### src/rtl/mdioBridgePkg.sv
package mdioBridgePkg;

  // host register indexes
  localparam logic [1:0] IDX_ADDR   = 2'd0;
  localparam logic [1:0] IDX_WDATA  = 2'd1;
  localparam logic [1:0] IDX_RDATA  = 2'd2;
  localparam logic [1:0] IDX_STATUS = 2'd3;

  // packet layout
  localparam int unsigned CMD_LSB  = 20;
  localparam int unsigned CMD_W    = 12;
  localparam int unsigned PORT_LSB = 16;
  localparam int unsigned PORT_W   = 4;
  localparam int unsigned OFS_W    = 16;
  localparam int unsigned DATA_W   = 16;
  localparam int unsigned FLAG_BIT = 31;

  localparam logic [CMD_W-1:0] CMD_READ  = 12'd1;
  localparam logic [CMD_W-1:0] CMD_WRITE = 12'd0;

  typedef enum logic [1:0] {
    ST_IDLE  = 2'd0,
    ST_ISSUE = 2'd1,
    ST_WAIT  = 2'd2
  } ctrlState_t;

  typedef struct packed {
    logic latchAddr;
    logic clrRdDone;
    logic latchWdata;
    logic issue;
    logic issueWrite;
    logic finishRead;
    logic finishWrite;
  } ctrlStrobes_t;

endpackage

### src/rtl/mdioCtrl.sv
module mdioCtrl
  import mdioBridgePkg::*;
(
  input  logic                     clk,
  input  logic                     rstN,
  input  logic                     hostWrEn,
  input  logic [1:0]               hostAddr,
  input  logic [CMD_W-1:0]         hostCmd,
  input  logic                     hostWdValid,
  input  logic [CMD_W-1:0]         storedCmd,
  input  logic                     respAck,
  output ctrlStrobes_t             strb,
  output logic                     busy
);

  ctrlState_t state;
  logic       opRead;
  logic       idle;
  logic       addrHit;
  logic       wdHit;

  assign idle    = (state == ST_IDLE);
  assign addrHit = hostWrEn && (hostAddr == IDX_ADDR);
  assign wdHit   = hostWrEn && (hostAddr == IDX_WDATA);
  assign busy    = !idle;

  always_comb begin
    strb             = '0;
    strb.latchAddr   = idle && addrHit;
    strb.clrRdDone   = idle && addrHit && (hostCmd == CMD_READ);
    strb.latchWdata  = idle && wdHit && hostWdValid && (storedCmd == CMD_WRITE);
    strb.issue       = (state == ST_ISSUE);
    strb.issueWrite  = (state == ST_ISSUE) && !opRead;
    strb.finishRead  = (state == ST_WAIT) && respAck && opRead;
    strb.finishWrite = (state == ST_WAIT) && respAck && !opRead;
  end

  always_ff @(posedge clk or negedge rstN) begin
    if (!rstN) begin
      state  <= ST_IDLE;
      opRead <= 1'b0;
    end else begin
      unique case (state)
        ST_IDLE: begin
          if (strb.clrRdDone) begin
            state  <= ST_ISSUE;
            opRead <= 1'b1;
          end else if (strb.latchWdata) begin
            state  <= ST_ISSUE;
            opRead <= 1'b0;
          end
        end
        ST_ISSUE: state <= ST_WAIT;
        ST_WAIT:  if (respAck) state <= ST_IDLE;
        default:  state <= ST_IDLE;
      endcase
    end
  end

endmodule

### src/rtl/mdioDatapath.sv
module mdioDatapath
  import mdioBridgePkg::*;
(
  input  logic                 clk,
  input  logic                 rstN,
  input  ctrlStrobes_t         strb,
  input  logic                 busy,
  input  logic [1:0]           hostAddr,
  input  logic [31:0]          hostWrData,
  input  logic [DATA_W-1:0]    respRdata,
  output logic [31:0]          hostRdData,
  output logic [CMD_W-1:0]     storedCmd,
  output logic [PORT_W-1:0]    reqPort,
  output logic [OFS_W-1:0]     reqOfs,
  output logic [DATA_W-1:0]    reqWdata,
  output logic [31:0]          addrPkt,
  output logic                 rdDone,
  output logic                 wrPend
);

  logic [DATA_W-1:0] wdataReg;
  logic [DATA_W-1:0] rdDataReg;

  localparam int unsigned PAD_W = 31 - DATA_W;

  assign storedCmd = addrPkt[CMD_LSB +: CMD_W];
  assign reqPort   = addrPkt[PORT_LSB +: PORT_W];
  assign reqOfs    = addrPkt[OFS_W-1:0];
  assign reqWdata  = wdataReg;

  always_ff @(posedge clk or negedge rstN) begin
    if (!rstN) begin
      addrPkt   <= '0;
      wdataReg  <= '0;
      wrPend    <= 1'b0;
      rdDone    <= 1'b0;
      rdDataReg <= '0;
    end else begin
      if (strb.latchAddr) addrPkt <= hostWrData;
      if (strb.clrRdDone) begin
        rdDone <= 1'b0;
      end else if (strb.finishRead) begin
        rdDone    <= 1'b1;
        rdDataReg <= respRdata;
      end
      if (strb.latchWdata) begin
        wdataReg <= hostWrData[DATA_W-1:0];
        wrPend   <= 1'b1;
      end else if (strb.finishWrite) begin
        wrPend <= 1'b0;
      end
    end
  end

  always_comb begin
    unique case (hostAddr)
      IDX_ADDR:   hostRdData = addrPkt;
      IDX_WDATA:  hostRdData = {wrPend, {PAD_W{1'b0}}, wdataReg};
      IDX_RDATA:  hostRdData = {rdDone, {PAD_W{1'b0}}, rdDataReg};
      default:    hostRdData = {31'd0, busy};
    endcase
  end

endmodule

### src/rtl/mdioResponder.sv
module mdioResponder
  import mdioBridgePkg::*;
#(
  parameter int unsigned PORT_COUNT   = 2,
  parameter int unsigned REG_AW       = 4,
  parameter int unsigned RESP_LATENCY = 3
)(
  input  logic                 clk,
  input  logic                 rstN,
  input  logic                 reqValid,
  input  logic                 reqWrite,
  input  logic [PORT_W-1:0]    reqPort,
  input  logic [OFS_W-1:0]     reqOfs,
  input  logic [DATA_W-1:0]    reqWdata,
  output logic                 respAck,
  output logic [DATA_W-1:0]    respRdata
);

  localparam int unsigned REGS  = 1 << REG_AW;
  localparam int unsigned DEPTH = PORT_COUNT * REGS;
  localparam int unsigned IDX_W = (DEPTH > 1) ? $clog2(DEPTH) : 1;
  localparam int unsigned CNT_W = $clog2(RESP_LATENCY + 1);

  logic [DATA_W-1:0] mem [DEPTH];
  logic              active;
  logic [CNT_W-1:0]  cnt;
  logic              latWrite;
  logic [PORT_W-1:0] latPort;
  logic [OFS_W-1:0]  latOfs;
  logic [DATA_W-1:0] latWdata;
  logic [31:0]       flatIdx;
  logic [IDX_W-1:0]  memIdx;
  logic              inRange;

  assign flatIdx = 32'(latPort) * 32'(REGS) + 32'(latOfs);
  assign memIdx  = IDX_W'(flatIdx);
  assign inRange = (32'(latPort) < 32'(PORT_COUNT)) && (32'(latOfs) < 32'(REGS));

  assign respAck   = active && (cnt == CNT_W'(1));
  assign respRdata = inRange ? mem[memIdx] : '0;

  always_ff @(posedge clk or negedge rstN) begin
    if (!rstN) begin
      active   <= 1'b0;
      cnt      <= '0;
      latWrite <= 1'b0;
      latPort  <= '0;
      latOfs   <= '0;
      latWdata <= '0;
      for (int i = 0; i < int'(DEPTH); i++) begin
        mem[i] <= {8'(i), ~8'(i)};
      end
    end else begin
      if (reqValid) begin
        active   <= 1'b1;
        cnt      <= CNT_W'(RESP_LATENCY);
        latWrite <= reqWrite;
        latPort  <= reqPort;
        latOfs   <= reqOfs;
        latWdata <= reqWdata;
      end else if (active) begin
        if (cnt == CNT_W'(1)) begin
          active <= 1'b0;
          if (latWrite && inRange) mem[memIdx] <= latWdata;
        end else begin
          cnt <= cnt - CNT_W'(1);
        end
      end
    end
  end

endmodule

### src/rtl/mdioBridge.sv
module mdioBridge
  import mdioBridgePkg::*;
#(
  parameter int unsigned PORT_COUNT   = 2,
  parameter int unsigned REG_AW       = 4,
  parameter int unsigned RESP_LATENCY = 3
)(
  input  logic        clk,
  input  logic        rstN,
  input  logic        hostWrEn,
  input  logic [1:0]  hostAddr,
  input  logic [31:0] hostWrData,
  output logic [31:0] hostRdData
);

  ctrlStrobes_t      strb;
  logic              busy;
  logic              respAck;
  logic [DATA_W-1:0] respRdata;
  logic [CMD_W-1:0]  storedCmd;
  logic [PORT_W-1:0] reqPort;
  logic [OFS_W-1:0]  reqOfs;
  logic [DATA_W-1:0] reqWdata;
  logic [31:0]       addrPkt;
  logic              rdDone;
  logic              wrPend;

  mdioCtrl uCtrl (
    .clk         (clk),
    .rstN        (rstN),
    .hostWrEn    (hostWrEn),
    .hostAddr    (hostAddr),
    .hostCmd     (hostWrData[CMD_LSB +: CMD_W]),
    .hostWdValid (hostWrData[FLAG_BIT]),
    .storedCmd   (storedCmd),
    .respAck     (respAck),
    .strb        (strb),
    .busy        (busy)
  );

  mdioDatapath uDp (
    .clk        (clk),
    .rstN       (rstN),
    .strb       (strb),
    .busy       (busy),
    .hostAddr   (hostAddr),
    .hostWrData (hostWrData),
    .respRdata  (respRdata),
    .hostRdData (hostRdData),
    .storedCmd  (storedCmd),
    .reqPort    (reqPort),
    .reqOfs     (reqOfs),
    .reqWdata   (reqWdata),
    .addrPkt    (addrPkt),
    .rdDone     (rdDone),
    .wrPend     (wrPend)
  );

  mdioResponder #(
    .PORT_COUNT   (PORT_COUNT),
    .REG_AW       (REG_AW),
    .RESP_LATENCY (RESP_LATENCY)
  ) uResp (
    .clk       (clk),
    .rstN      (rstN),
    .reqValid  (strb.issue),
    .reqWrite  (strb.issueWrite),
    .reqPort   (reqPort),
    .reqOfs    (reqOfs),
    .reqWdata  (reqWdata),
    .respAck   (respAck),
    .respRdata (respRdata)
  );

endmodule

### config.mk
export PLATFORM = sky130hd
export DESIGN_NAME = mdioBridge
export DESIGN_NICKNAME = d
export VERILOG_FILES = /design/src/rtl/mdioBridgePkg.sv /design/src/rtl/mdioCtrl.sv /design/src/rtl/mdioDatapath.sv /design/src/rtl/mdioResponder.sv /design/src/rtl/mdioBridge.sv
export SDC_FILE = /design/constraint.sdc
export NUM_CORES = 1
export LEC_CHECK = 0
export CELL_PAD_IN_SITES_DETAIL_PLACEMENT = 1
export CELL_PAD_IN_SITES_GLOBAL_PLACEMENT = 2
export CORE_UTILIZATION = 39
export DETAILED_ROUTE_END_ITERATION = 16
export PLACE_DENSITY = 0.7
export SKIP_CTS_REPAIR_TIMING = 1
export SYNTH_ARGS = -nofsm -noshare
export SYNTH_HDL_FRONTEND = slang
export SYNTH_SLANG_ARGS = --single-unit
### constraint.sdc
create_clock -name clk -period 3.9 [get_ports clk]
set_input_delay 0.39 -clock clk [delete_from_list [all_inputs] [get_ports clk]]
set_output_delay 0.39 -clock clk [all_outputs]
set_load 0.01 [all_outputs]
* After elaboration in Yosys (flattened, before gate mapping) *
Index checks and enable logic that the tools add are counted.

word-level totals
  bits in registers = 621
  input bits = 37
  output and inout bits = 32
  word-level logic and storage cells = 116

operators by class
  $add $sub $neg = 2
  $lt $le $gt $ge = 4
  eq/ne operators = 9
  mux-type cells = 24
  bitwise logic cells = 3
  reductions and logical operators = 29

operators by type and width
  operator                                                                 count
  512-bit bitwise mux                                                      1
  32-bit one-hot mux with 3 select lines                                   1
  16-bit binary-select mux with 5-bit select                               1
  16-bit demux with 5-bit select                                           1
  16-bit two-way mux                                                       4
  16-bit by 5-bit < comparator with 1-bit output (second input constant)   1
  1-bit logical AND                                                        15
  12-bit by 1-bit equality test with 1-bit output (second input constant)  1
  12-bit logical NOT                                                       1
  2-bit two-way mux                                                        6
  1-bit two-way mux                                                        9
  2-bit AND reduction                                                      4
  2-bit nonzero test                                                       4
  2-bit by 1-bit equality test with 1-bit output (second input constant)   3
  6-bit greater-or-equal comparator (second input constant)                1
  6-bit by 1-bit < comparator with 1-bit output (second input constant)    1
  5-bit NOT with 6-bit output                                              1
  2-bit one-hot mux with 3 select lines                                    1
  5-bit adder                                                              1
  2-bit equality test (second input constant)                              2
  2-bit logical NOT                                                        2
  4-bit by 2-bit < comparator with 1-bit output (second input constant)    1
  2-bit by 1-bit != test with 1-bit output (second input constant)         2
  4-bit AND reduction                                                      1
  4 further kinds                                                          6

* Depth between registers and ports, before layout *
Gate-level depths: netlist (run 1).

  depth in word-level cells = 8
  depth in mapped cells = 9
  gate-level depth less buffers = 7

* Cells and area by module *
Synthesis (run 1) repeated with hierarchy kept, for this count alone.

second synthesis, totals
  cell total of the unflattened synthesis = 1,777
  area total of the unflattened synthesis = 28,582.4 µm²

modules (own cells, without submodules)
  module         instances  cells an instance  area each (µm²)  seq. area each (µm²)
  mdioResponder  1          1,517              25,041.5         14,133.6
  mdioDatapath   1          232                3,248.1          1,651.6
  mdioCtrl       1          28                 292.8            75.1

* Worst setup path before layout (run 1) *
OpenSTA, ideal clock, no wires.

  kind = reg2reg
  start point = register uResp.cnt[1]
  end point = register uResp.mem[268] in the netlist's numbering
  library setup time = 125 ps
  arrival = 2,220 ps
  required time = 3,775 ps
  path slack = 1,555 ps
  stages on the path, launching flop included = 9
  buffers on the path = 1
  period minus slack after synthesis = 2,345 ps
  cell sequence = dfrtp_1 inv_1 ha_1 and2_0 and4_1 nand4_1 nor2_1 buf_2 mux2_2

between the ends
  word-level cells in the longest chain between the ends = 2

ends and longest elaborated chain
  element                                         RTL line             source
  start, declared                                 mdioResponder.sv:26  logic [CNT_W-1:0] cnt;
  start signal, assigned                          mdioResponder.sv:56  cnt <= CNT_W'(RESP_LATENCY);
  start signal, assigned                          mdioResponder.sv:66  cnt <= cnt - CNT_W'(1);
  2-bit by 1-bit equality test with 1-bit output  mdioResponder.sv:62  if (cnt == CNT_W'(1)) begin
  4-bit AND reduction (no source line)            --
  end signal, assigned by index                   mdioResponder.sv:51  mem[i] <= {8'(i), ~8'(i)};
  end signal, assigned by index                   mdioResponder.sv:64  if (latWrite && inRange) mem[memIdx] <= latWdata;
  end, declared                                   mdioResponder.sv:24  logic [DATA_W-1:0] mem [DEPTH];

Every way passes these cells.
A chain may end at the register's enable or synchronous reset.

* Worst setup path in the final report (run 1) *
  start point = register uResp.latOfs[0]
  end point = register uDp.rdDataReg[5]

between the ends
  word-level cells in the longest chain between the ends = 6
  elaborated cells on any way between the ends = 8
  classes of those cells = 1 x add/sub; 1 x order compare; 4 x mux; 1 x bitwise; 1 x reduce/logical

ends and longest elaborated chain
  element                                                RTL line             source
  start, declared                                        mdioResponder.sv:29  logic [OFS_W-1:0] latOfs;
  start signal, assigned                                 mdioResponder.sv:59  latOfs <= reqOfs;
  5-bit adder                                            mdioResponder.sv:35  assign flatIdx = 32'(latPort) * 32'(REGS) + 32'(latOfs);
  5-bit NOT with 6-bit output (implied by the code)      mdioResponder.sv:40  assign respRdata = inRange ? mem[memIdx] : '0;
  16-bit binary-select mux with 5-bit select             mdioResponder.sv:40
  16-bit two-way mux (implied by the code) (2 in a row)  mdioResponder.sv:40
  16-bit two-way mux (*)                                 mdioResponder.sv:40
  end signal, assigned                                   mdioDatapath.sv:44   rdDataReg <= respRdata;
  end, declared                                          mdioDatapath.sv:22   logic [DATA_W-1:0] rdDataReg;

Every way passes the cells marked *; elsewhere a longest branch is shown, timed or not. The select of a mux whose other input is x is not followed.

==> results of run 1 <==
-- power breakdown --
group	total [mW]	internal, mW	switching [mW]
combinational	0.617	0.272	0.344
sequential	6.68	6.57	0.114
clock	6.74	4.02	2.72
-- metal layers --
layer  GRT usage (%)  vias up  part of all wire (%)
met4            7.54        2                   3.4
met2            34.4      219                    48
li1                -     6749                     -
met3            3.22      122                   2.8
met5               0        -                 0.017
met1            30.3     8781                    46
-- logic make-up (layout without fill, tap and decap cells) --
family / after synthesis / count (layout) / share of synthesized area, %
muxes: 741 / 741 / 35.1
DFF: 621 / 621 / 56.9
and+or+nand+nor: 162 / 162 / 3.04
buffers and inverters: 144 / 280 / 2.51
AOI/OAI and AO/OA: 101 / 101 / 2.35
xor gates and xnor gates: 3 / 3 / 0.0943
adders and majority gates: 1 / 1 / 0.0449
-- Yosys cell counts, types with 2 or more instances --
cell type,count
sky130_fd_sc_hd__dfstp_2,256
sky130_fd_sc_hd__a22o_1,15
sky130_fd_sc_hd__mux2i_1,16
sky130_fd_sc_hd__nor2_1,34
sky130_fd_sc_hd__nand3_1,5
sky130_fd_sc_hd__buf_2,32
sky130_fd_sc_hd__nor3_1,18
sky130_fd_sc_hd__clkbuf_1,87
sky130_fd_sc_hd__o22ai_1,60
sky130_fd_sc_hd__and2_1,16
sky130_fd_sc_hd__and4_1,2
sky130_fd_sc_hd__mux2_2,596
sky130_fd_sc_hd__nand4_1,4
sky130_fd_sc_hd__nor4_4,2
sky130_fd_sc_hd__nand2b_1,4
sky130_fd_sc_hd__nor2b_1,4
sky130_fd_sc_hd__nand2_1,42
sky130_fd_sc_hd__a22oi_1,4
sky130_fd_sc_hd__buf_6,16
sky130_fd_sc_hd__buf_1,5
sky130_fd_sc_hd__mux4_2,129
sky130_fd_sc_hd__dfrtp_1,365
sky130_fd_sc_hd__xnor2_1,2
sky130_fd_sc_hd__o21ai_0,19
sky130_fd_sc_hd__nand2_2,16
sky130_fd_sc_hd__inv_1,4
sky130_fd_sc_hd__nor4_1,6
-- cell type report --
type | count | area, um^2 | share of cell area, %
clock buffer | 117 | 2170 | 6.75
clock inverter | 15 | 210 | 0.653
inverter | 4 | 15.0 | 0.0467
multi-input combinational | 1008 | 11300 | 35.2
sequential | 621 | 15900 | 49.3
tap | 940 | 1180 | 3.65
timing repair buffer | 144 | 1410 | 4.38
-- per-stage QoR --
stage          area, um^2  worst slack, ns
2_1_floorplan       27900             1.55
3_3_place_gp        29800            0.828
3_5_place_dp        29800            0.850
4_1_cts             32200            0.843
5_1_grt             32200            0.772
6_report            32200            0.843
-- critical path, stage by stage (launching register included) --
cell                      delay (ns)
sky130_fd_sc_hd__dfrtp_4        1.00
sky130_fd_sc_hd__buf_12         0.31
sky130_fd_sc_hd__mux4_2         0.53
sky130_fd_sc_hd__o22ai_1        0.52
sky130_fd_sc_hd__nor2_1         0.25
sky130_fd_sc_hd__a22o_1         0.25
-- path summary, 6_finish.rpt --
kind,startpoint,endpoint,cells after the start
worst max-delay path,uResp.latOfs[0],uDp.rdDataReg[5],5
worst min-delay path,rstN,uResp.mem[244],2
worst max register to register,uResp.latOfs[0],uDp.rdDataReg[5],5
worst min register to register,uResp.mem[18],uResp.mem[18],1
max in group asynchronous,rstN,uResp.mem[43],4
min in group clk,hostWrData[19],uDp.addrPkt[19],2
-- layout by cell type, fill, tap and decap left out, drive strengths merged, types with 2 or more instances in the layout --
master,synthesis,layout
mux2,596,596
dfrtp,365,365
dfstp,256,256
mux4,129,129
clkbuf,87,117
buf,53,76
clkdlybuf4s50,0,67
o22ai,60,60
nand2,58,58
nor2,34,34
o21ai,19,19
nor3,18,18
and2,17,17
mux2i,16,16
a22o,15,15
clkinv,0,11
nor4,9,9
inv,4,5
nand3,5,5
nor2b,4,4
nand4,4,4
a22oi,4,4
nand2b,4,4
bufinv,0,3
xnor2,2,2
and4,2,2
or3,2,2
-- flip-flops by register name, indices dropped and copies added, names as in the netlist --
name            count
uDp.reqWdata       16
uResp.cnt           2
uResp.latWdata     16
uResp.latOfs       16
uDp.rdDataReg      16
uCtrl.state         2
uResp.latWrite      1
uDp.addrPkt        32
uResp.mem         512
uCtrl.opRead        1
uDp.rdDone          1
uDp.wrPend          1
uResp.latPort       4
uResp.active        1
==> impl_metrics.ini, run 1 <==
[synthesis]
synth_top_cell_area_share_pct = 32.8
post-synth-top-area-cell = sky130_fd_sc_hd__dfrtp_1
yosysWarnings = 0
avgSynthCellArea_um2 = 15.7
synth_cells = 1773
mappedNetlistNets = 1811
synth_seq_cells = 621
synth_ff_type = sky130_fd_sc_hd__dfrtp_1
seq_area_frac_synth_pct = 56.9
post_synth_num_cell_types = 41
syn-cell-area_mm2 = 0.0279
synth.area.top_cells = sky130_fd_sc_hd__dfrtp_1, sky130_fd_sc_hd__dfstp_2, sky130_fd_sc_hd__mux2_2
synth_enable_flop_cells = 0
share_of_async_settable_or_async_resettable_flops_after_synthesis_pct = 100

[floorplan]
std_cell_rows = 97
floorplan.initialDensity_pct = 39.6
core_area_mm2 = 0.0704
area_enclosed_by_the_die_boundary_mm2 = 0.0726
die_w_um = 269
die_y_um = 269
ios = 69

[placement]
port_buffers = 68
place_congestion = 0.793
dp_hpwl_mm = 49.1
dpl.cell_count = 2716

[power_and_ir_drop]
leakage_nw = 14.1
p_per_area_mw_per_mm2 = 436
design_power_total_mw = 14.0
ir_drop_uv = 310

[timing]
slew_violations = 0
timing.final.hold_violations = 0
timing.final.crit_share_pct = 78.4
fmax_ghz = 0.327
fin_hold_ws_ns = 0.367
grt_setup_unrepaired = false
tns_ns = 0
clock_skew_ns = 0.0331
timing_worst_slew_pin_value_ns = 1.20
final.min_clock_period_ns = 3.06
timing.slew.headroom_pct = 19.9
setup-violations-final = 0

[global_routing]
groute.usage.overall_pct = 21.7
globalRouteOverflowTotal = 0
grt_antenna_before_repair = 3
maximum_number_of_pins_on_one_net_before_global_route_repair = 94
first_global_vias = 17500
wire_length_of_the_first_global_routing_pass_mm = 118

[worst_setup_path]
cp_data_arrival_time_ns = 3.55
regToRegSetupSlack_ns = 0.84
worstSetupStartpointType = flop
worstSetupEndpointType = flop
timing.critical_path.fanout_max = 38
timing_worst_setup_path_type = flop to flop
cp_data_required_time_ns = 4.40

[routing]
route.vias.total = 15900
ant_nets = 0
dr.first_iter.drc_count = 729
totalWireLength_mm = 76.7
post_drt_via_cell_ratio = 5.57
drt_pre_antenna_iters = 5
route.detailed.wl_per_inst_um = 26.9
remaining_drc_errors = 0

[clock_tree]
cts_max_level = 3
cts_tree = done
cts_buffer_depth = 3
clock_sink_count = 621
cts_made_buffers = 71
clk_latency_ns = 0.62
clkSlewWorstSetupHoldPaths_ns = 0.06
cts_root_buf = sky130_fd_sc_hd__clkbuf_16

[final_layout]
layout.nets = 1888
layout-drive-gt1-share_pct = 62.6
fillCellCount = 6825
diodes = 0
post_layout_nonfiller_instances = 2849
final_util_pct = 45.7
syn_to_final_growth_pct = 15.4

[run_status]
status = finished clean

[hold_path]
worstHoldPathType = input pin to asynchronous set/reset pin

[flow_run]
timing.max_cap.violations = 0
Note: power is estimated with default switching activity, not from simulation.
==> run 2: changes to the inputs <==
==> constraint.sdc (replaced) <==
create_clock -name clk -period 3.2 [get_ports clk]
set_input_delay 0.32 -clock clk [delete_from_list [all_inputs] [get_ports clk]]
set_output_delay 0.32 -clock clk [all_outputs]
set_load 0.01 [all_outputs]
==> impl_metrics.ini, run 2 (same netlist as run 1, synthesis figures left out) <==
[final_layout]
largestRegisters = uResp.mem: 512 flops, uDp.addrPkt: 32 flops
final_util_pct = 45.8
syn_to_final_growth_pct = 15.6
layout.nets = 1909
mostFrequentLayoutCell = sky130_fd_sc_hd__mux2_2
layout-drive-gt1-share_pct = 62.5
most_frequent_cells_in_the_layout = sky130_fd_sc_hd__mux2_2, sky130_fd_sc_hd__dfrtp_1, sky130_fd_sc_hd__dfstp_2
max_reg_flops = 512
top_register = uResp.mem
design_area_mm2 = 0.0322
post_layout_nonfiller_instances = 2870

[timing]
final.min_clock_period_ns = 2.77
timing.final.hold_violations = 0
grt_setup_unrepaired = false
timing.slew.headroom_pct = 10.8
timing_worst_slew_pin_value_ns = 1.34
setup-violations-final = 0
worst_case_setup_margin_in_the_final_layout_ns = 0.429
slew_violations = 0
timing.final.crit_share_pct = 86.6
clock_skew_ns = 0.0241
tns_ns = 0
fmax_ghz = 0.361

[clock_tree]
clk_latency_ns = 0.62
cts_tree = done
cts_made_buffers = 71
clock_sink_count = 621
cts_root_buf = sky130_fd_sc_hd__clkbuf_16
cts_max_level = 3
clkSlewWorstSetupHoldPaths_ns = 0.05
cts_buffer_depth = 3

[worst_setup_path]
worstPathCellList = clkdlybuf4s50_1 -> nor2b_1 -> buf_4 -> nand2_1 -> o21ai_0 -> clkdlybuf4s50_1
timing_worst_setup_path_type = input pin to output pin
cpMaxStageDelayCell = sky130_fd_sc_hd__clkdlybuf4s50_1
cp_common_cell = sky130_fd_sc_hd__clkdlybuf4s50_1
maximum_single_stage_delay_on_the_critical_path_ns = 0.70
worstSetupEndpointType = output pin
worst_r2r_path_depth = 6
cp_data_required_time_ns = 2.88
timing.critical_path.fanout_max = 13
cp_data_arrival_time_ns = 2.45
worstSetupStartpointType = input pin

[flow_run]
timing.max_cap.violations = 0

[routing]
post_drt_via_cell_ratio = 5.55
route.layer.met1.wl_mm = 34.0
totalWireLength_mm = 75.5
ant_nets = 0
drt_pre_antenna_iters = 5
remaining_drc_errors = 0
met3_wirelength_mm = 2.52
routed.top_layer = met4
route.vias.total = 15900
routed_length_on_met2_mm = 37.0
dr.first_iter.drc_count = 847
route.detailed.wl_per_inst_um = 26.3

[floorplan]
ios = 69
floorplan.initialDensity_pct = 39.6
std_cell_rows = 97
die_y_um = 269
core_area_mm2 = 0.0704
die_w_um = 269
area_enclosed_by_the_die_boundary_mm2 = 0.0726

[power_and_ir_drop]
power.switching_fraction_pct = 22.9
ir_drop_uv = 481
power.share.sequential_pct = 48.5
leakage_nw = 14.2
switchingPower_mw = 3.84
clock_power_share_pct = 46.7
comb_power_share_pct = 4.8
p_per_area_mw_per_mm2 = 520
internal_power_mw = 12.9

[hold_path]
worstHoldPathType = input pin to asynchronous set/reset pin

[placement]
port_buffers = 68
dpl-instance-area_mm2 = 0.0300
dpl.cell_count = 2737
worst_setup_timing_slack_at_the_placement_stage_ns = 0.398
dp_hpwl_mm = 48.5
place_congestion = 0.811

[global_routing]
first_global_vias = 17900
wire_length_of_the_first_global_routing_pass_mm = 118
maximum_number_of_pins_on_one_net_before_global_route_repair = 121
grt_antenna_before_repair = 1
globalRouteOverflowTotal = 0
groute.usage.overall_pct = 21.5

[run_status]
status = finished clean
run 2: metal layers:
layer | vias to the layer above | GRT usage (%)
li1 | 6794 | -
met1 | 8792 | 29.6
met2 | 240 | 35.1
met5 | - | 0
met4 | 0 | 6.18
met3 | 109 | 3.30
run 2: layout make-up:
cell class,count,area (um^2)
Fill cell,6831,38200
Sequential cell,621,15900
Multi-Input combinational cell,1008,11300
Clock buffer,116,2140
Timing Repair Buffer,165,1600
Tap cell,940,1180
Clock inverter,15,96.3
Inverter,4,15.0
Antenna cell,1,2.50
run 2: path summary, 6_finish.rpt:
kind	to	slack, ns	startpoint
worst max register to register	uDp.rdDataReg[13]	0.54	uResp.latOfs[1]
worst max-delay path	hostRdData[11]	0.43	hostAddr[0]
worst min register to register	uDp.rdDone	0.48	uDp.rdDone
max in group asynchronous	uResp.mem[297]	1.76	rstN
worst min-delay path	uResp.mem[234]	0.30	rstN
min in group clk	uDp.addrPkt[19]	0.32	hostWrData[19]
run 2: worst max-delay path: cells and delay by family:
| family | cells | cell delay (ns) |
|---|---|---|
| compound gates | 1 | 0.14 |
| buf+inv | 3 | 1.58 |
| simple gates | 2 | 0.40 |
run 2: power groups by stage:
| stage | combinational, mW | clock (mW) | sequential (mW) |
|---|---|---|---|
| floorplan | 0.346 | 0 | 8.19 |
| global placement | 0.798 | 0 | 8.25 |
| detailed placement | 0.816 | 0 | 8.26 |
| CTS | 0.820 | 8.05 | 8.13 |
| global route | 0.873 | 8.35 | 8.14 |
| finish | 0.799 | 7.83 | 8.13 |
run 2: stage by stage:
| step | hold slack (ns) | power (mW) |
|---|---|---|
| 2_1_floorplan | 0.0244 | 8.54 |
| 3_3_place_gp | 0.352 | 9.05 |
| 3_5_place_dp | 0.352 | 9.07 |
| 4_1_cts | -0.299 | 17.0 |
| 5_1_grt | 0.320 | 17.4 |
| 6_report | 0.300 | 16.8 |
